--- src/rtl/csel_decoder.sv ---
module csel_decoder #(
  parameter int NCH      = 8,
  parameter int AW       = 32,
  parameter int GRAN     = 16,
  parameter int RAW      = 8,
  parameter int BASE_OFS = 'h80,
  parameter int STRIDE   = 'h0C
) (
  input  logic             clk,
  input  logic             rst_n,
  input  logic             reg_we,
  input  logic [RAW-1:0]   reg_addr,
  input  logic [31:0]      reg_wdata,
  output logic [31:0]      reg_rdata,
  input  logic             bus_valid,
  input  logic [AW-1:0]    bus_addr,
  input  logic             bus_write,
  input  logic             bus_super,
  input  logic             bus_code,
  input  logic             bus_cpu,
  input  logic             bus_alt,
  output logic [NCH-1:0]   cs_n
);
  localparam int CW   = AW - GRAN;
  localparam int B_V  = 0;
  localparam int B_UD = 1;
  localparam int B_UC = 2;
  localparam int B_SD = 3;
  localparam int B_SC = 4;
  localparam int B_CI = 5;
  localparam int B_AM = 6;
  localparam int B_WP = 8;

  logic [NCH-1:0][31:0] rd_v;
  logic [CW-1:0] tag;
  logic unused_bits;

  assign tag = bus_addr[AW-1:GRAN];
  assign unused_bits = ^{reg_wdata[15:9], bus_addr[GRAN-1:0]};

  for (genvar n = 0; n < NCH; n++) begin : g_ch
    localparam logic [RAW-1:0] A_BASE = RAW'(BASE_OFS + STRIDE * n);
    localparam logic [RAW-1:0] A_MASK = RAW'(BASE_OFS + 4 + STRIDE * n);
    logic [CW-1:0] base_q, bam_q;
    logic [8:0]    ctl_q;
    logic          hit, blk, sel;

    always_ff @(posedge clk or negedge rst_n) begin
      if (!rst_n) begin
        base_q <= '0;
        bam_q  <= '0;
        ctl_q  <= '0;
      end else if (reg_we) begin
        if (reg_addr == A_BASE) base_q <= reg_wdata[31:32-CW];
        if (reg_addr == A_MASK) begin
          bam_q <= reg_wdata[31:32-CW];
          ctl_q <= {reg_wdata[8], 1'b0, reg_wdata[6:0]};
        end
      end
    end

    assign hit = ((tag ^ base_q) & ~bam_q) == '0;

    always_comb begin
      if (bus_cpu)                      blk = ctl_q[B_CI];
      else if (bus_alt && !ctl_q[B_AM]) blk = 1'b0;
      else if (bus_super)               blk = bus_code ? ctl_q[B_SC] : ctl_q[B_SD];
      else                              blk = bus_code ? ctl_q[B_UC] : ctl_q[B_UD];
    end

    assign sel = bus_valid && ctl_q[B_V] && hit && !(bus_write && ctl_q[B_WP]) && !blk;
    assign cs_n[n] = !sel;

    assign rd_v[n] = (reg_addr == A_BASE) ? {base_q, {(32-CW){1'b0}}} :
                     (reg_addr == A_MASK) ? {bam_q, 7'b0, ctl_q} : 32'b0;

    p_disabled_quiet_r6: assert property (@(posedge clk) disable iff (!rst_n)
      !ctl_q[B_V] |-> cs_n[n]);
    p_wp_blocks_write_r7: assert property (@(posedge clk) disable iff (!rst_n)
      (bus_write && ctl_q[B_WP]) |-> cs_n[n]);
    p_select_needs_match_r4: assert property (@(posedge clk) disable iff (!rst_n)
      !cs_n[n] |-> ((tag & ~bam_q) == (base_q & ~bam_q)));
    p_base_write_r2: assert property (@(posedge clk) disable iff (!rst_n)
      (reg_we && reg_addr == A_BASE) |=> base_q == $past(reg_wdata[31:32-CW]));
    p_mask_write_r3: assert property (@(posedge clk) disable iff (!rst_n)
      (reg_we && reg_addr == A_MASK) |=> (bam_q == $past(reg_wdata[31:32-CW])) && !ctl_q[7]);
  end

  always_comb begin
    reg_rdata = '0;
    for (int n = 0; n < NCH; n++) reg_rdata |= rd_v[n];
  end

  p_idle_quiet_r10: assert property (@(posedge clk) disable iff (!rst_n)
    !bus_valid |-> &cs_n);
  p_reserved_zero_r3: assert property (@(posedge clk) disable iff (!rst_n)
    !reg_rdata[7]);
endmodule

--- config.mk ---
export PLATFORM = sky130hd
export DESIGN_NAME = csel_decoder
export DESIGN_NICKNAME = d
export VERILOG_FILES = /design/src/rtl/csel_decoder.sv
export SDC_FILE = /design/constraint.sdc
export NUM_CORES = 1
export LEC_CHECK = 0
export BUFFER_PORTS_ARGS = -buffer_cell sky130_fd_sc_hd__buf_2
export CORE_ASPECT_RATIO = 1.5
export CORE_MARGIN = 2
export CORE_UTILIZATION = 60
export CTS_BUF_LIST = sky130_fd_sc_hd__clkbuf_8
export CTS_CLUSTER_SIZE = 16
export DETAILED_ROUTE_END_ITERATION = 8
export GPL_TIMING_DRIVEN = 0
export PLACE_DENSITY = 0.79
export SLEW_MARGIN = 20
export SYNTH_ARGS = -nofsm -noshare
export SYNTH_HDL_FRONTEND = slang
export SYNTH_SLANG_ARGS = --single-unit
export TNS_END_PERCENT = 20
--- constraint.sdc ---
create_clock -name clk -period 5.6 [get_ports clk]
set_clock_uncertainty 0.2 [all_clocks]
set_input_delay 0.28 -clock clk [delete_from_list [all_inputs] [get_ports clk]]
set_output_delay 0.28 -clock clk [all_outputs]
set_load 0.01 [all_outputs]
==> run summary <==
## Run status
• **outcome** completed

## Detailed routing
• **vias** 13.7k
• **count of antenna-violating nets left after detailed routing** 0
• **vias per cell** 7.17
• **number of remaining DRC errors** 0
• **Detailed Route Iter0 Violations** 1,598
• **drt total wl** 67,800 µm
• **average wire per cell in the routed design** 35.5 µm
• **number of detailed-routing iterations run before antenna repair** 6

## Setup path
• **required time of the worst setup path** 5.12 ns
• **Worst Setup Path Type** in -> out
• **startpoint types** input port
• **biggest fanout along the worst timing path** 10
• **critical path capture point type** output pin
• **CP arrival** 3.32 ns

## STA
• **highest clock frequency the design can meet** 263 MHz
• **final hold vios** 0
• **final hold slack** 0.0184 ns
• **Total Neg Setup Slack** 0 ns
• **fraction of the cycle the final worst path needs** 67.9%
• **setup repair after global routing missed its margin** false
• **Max Slew Vio Count** 0
• **Rel. slew slack** 17.7%
• **final critical path time including I/O delays and setup** 3.80 ns
• **Setup WS post-layout** 1.80 ns
• **count of endpoints failing setup in the final report** 0
• **transition time at the pin with the least slew margin** 1.23 ns

## GRT
• **sum of overflow across all layers after global routing** 0
• **vias in the first global route** 13.8k
• **wire length of the first global-routing pass** 96,100 µm
• **antenna violations before repair** 1
• **overall track demand over capacity in global routing** 45.8%
• **maximum number of pins on one net before global-route repair** 94

## Synthesis
• **most frequently used flop master after synthesis** sky130_fd_sc_hd__dfrtp_1
• **fraction of registers with async set or reset after synthesis** 100%
• **library cell with the largest summed area after synthesis** sky130_fd_sc_hd__dfrtp_1
• **fraction of the yosys area taken by sequential cells** 47.0%
• **number of distinct library cells after synthesis** 62
• **largest cells by area after synthesis** sky130_fd_sc_hd__dfrtp_1 (47%), sky130_fd_sc_hd__mux2_2 (19%), sky130_fd_sc_hd__xnor2_1 (6.6%), sky130_fd_sc_hd__mux2_4 (3.5%), sky130_fd_sc_hd__a22oi_1 (2.9%)
• **post-synthesis cell area** 0.0170 mm²
• **Synth warnings** 0
• **post-synth top area share** 47.0%
• **count of flip-flops with a built-in enable after synthesis** 0
• **post-synthesis cell count** 1,381
• **mean instance size in the synthesized netlist** 12.3 µm²
• **flops & latches, synth** 320

## Final layout
• **layout cells sized above 1** 35.3%
• **most frequent cells in the layout** sky130_fd_sc_hd__dfrtp_1 (320), sky130_fd_sc_hd__mux2_2 (286), sky130_fd_sc_hd__xnor2_1 (128)
• **commonest non-fill, non-tap cell in the layout** sky130_fd_sc_hd__dfrtp_1
• **cell area after layout** 0.0192 mm²
• **fillers** 2,127
• **growth of design area from synthesis to finish** 12.5%
• **net count of the finished layout** 1,608
• **area occupied by registers** 0.00801 mm²
• **final standard cell count with taps included and fillers excluded** 1,908
• **post-route core utilization** 68.6%
• **area of the multi-input gates** 0.00838 mm²

## Place
• **Worst Setup Slack post-DPL** 2.07 ns
• **final weighted congestion in routability-driven placement** 1.12
• **placed inst area** 0.0179 mm²
• **Detail Placement HPWL** 47,800 µm
• **Placed Cells** 1,797
• **Buffers on Ports** 60

## Floorplanning
• **Die Ht** 210 µm
• **starting density of the core** 60.9%
• **die outline width** 142 µm
• **row count** 75
• **die area** 0.0298 mm²
• **total I/O pin count** 121
• **floorplan core area** 0.0280 mm²

## CTS
• **post_cts resized** 0
• **CTS H-tree lvls** 2
• **Clock Tree Buf Depth** 3
• **clock slew at the register clock pins of the worst setup and hold paths** 0.06 ns
• **clock sink count** 320
• **clock tree from TritonCTS** yes
• **Inserted Clock Buffers** 49
• **root buffer selected by CTS** sky130_fd_sc_hd__clkbuf_8
• **# hold bufs at CTS** 25
• **clk_lat worst skew** 0.61 ns
• **number of post-CTS setup repair buffers** 0

## Power
• **total power draw** 5.19 mW
• **power per cell area** 271 mW/mm²
• **Peak VDD IR** 223 µV
• **leakage component of the power** 8.92 nW

## Hold path
• **type of the tightest min-delay check** in -> async

## Run
• **count of maximum capacitance violations** 0

## synthesized netlist by cell type, types with 16 or more instances
| master | number |
|---|---|
| sky130_fd_sc_hd__xnor2_1 | 128 |
| sky130_fd_sc_hd__a221oi_1 | 26 |
| sky130_fd_sc_hd__mux2i_1 | 20 |
| sky130_fd_sc_hd__buf_2 | 27 |
| sky130_fd_sc_hd__dfrtp_1 | 320 |
| sky130_fd_sc_hd__a22o_1 | 19 |
| sky130_fd_sc_hd__nand3_1 | 26 |
| sky130_fd_sc_hd__o21ai_0 | 18 |
| sky130_fd_sc_hd__buf_4 | 16 |
| sky130_fd_sc_hd__o22ai_1 | 68 |
| sky130_fd_sc_hd__mux2_2 | 286 |
| sky130_fd_sc_hd__nor2_1 | 43 |
| sky130_fd_sc_hd__mux2_4 | 40 |
| sky130_fd_sc_hd__nand2_1 | 36 |
| sky130_fd_sc_hd__a22oi_1 | 65 |
| sky130_fd_sc_hd__clkbuf_1 | 59 |
## final timing paths
kind                                               from                             to  slack (ns)  cells after the start
setup reg to reg           g_ch[5].bam_q[4]$_DFFE_PN0P_   g_ch[5].bam_q[4]$_DFFE_PN0P_        4.48                      1
min in group clk                            reg_addr[1]  g_ch[4].base_q[4]$_DFFE_PN0P_        0.24                      4
setup / recovery                            reg_addr[0]                  reg_rdata[27]        1.80                      8
max in group asynchronous                         rst_n  g_ch[5].base_q[5]$_DFFE_PN0P_        3.50                      5
hold / removal                                    rst_n   g_ch[4].bam_q[4]$_DFFE_PN0P_        0.02                      2
hold reg to reg            g_ch[2].ctl_q[2]$_DFFE_PN0P_   g_ch[2].ctl_q[2]$_DFFE_PN0P_        0.34                      1
## routing by layer
layer  vias to the layer above  wire (µm)  track usage (%)
met5                         -          0                0
met4                         0       7320             39.2
met3                       390       6860             11.9
met2                       977      29700             69.2
met1                      6865      23900             54.2
li1                       5450          -                -
## cell families (layout without fill, tap and decap cells)
group                  after synthesis  count (layout)  share of synthesized area, %
multiplexers                       354             354                          24.7
AND/OR/NAND/NOR                    187             187                          6.44
AO/OA/AOI/OAI                      262             262                          11.3
buffers and inverters              129             302                          3.98
XOR/XNOR                           128             128                          6.58
other                                1               9                        0.0220
flip-flops                         320             320                          47.0
## registers in the layout, indices dropped and copies added (netlist names)
| signal | count |
|---|---|
| g_ch.base_q | 128 |
| g_ch.bam_q | 128 |
| g_ch.ctl_q | 64 |
## cell type report
type                       count  share of cell area [%]
timing repair buffer          88                    3.35
inverter                       8                   0.157
clock inverter                18                   0.555
clock buffer                  67                    4.81
buffer                       121                    3.39
tap                          346                    2.26
sequential                   320                    41.8
antenna                        1                  0.0131
multi-input combinational    939                    43.7
## where the power goes
part | internal [mW] | switching [mW]
Sequential | 2.42 | 0.122
Combinational | 0.244 | 0.339
Clock | 1.10 | 0.957
Total | 3.77 | 1.42
## critical path: stages
cell and delay (ns):
sky130_fd_sc_hd__buf_4 0.16, sky130_fd_sc_hd__nor4b_4 1.02, sky130_fd_sc_hd__and2_1 0.26, sky130_fd_sc_hd__buf_6 0.24
sky130_fd_sc_hd__clkbuf_1 0.77, sky130_fd_sc_hd__a22oi_1 0.16, sky130_fd_sc_hd__nand4_1 0.24, sky130_fd_sc_hd__buf_2 0.17
Power figures use the tool's default switching activity.
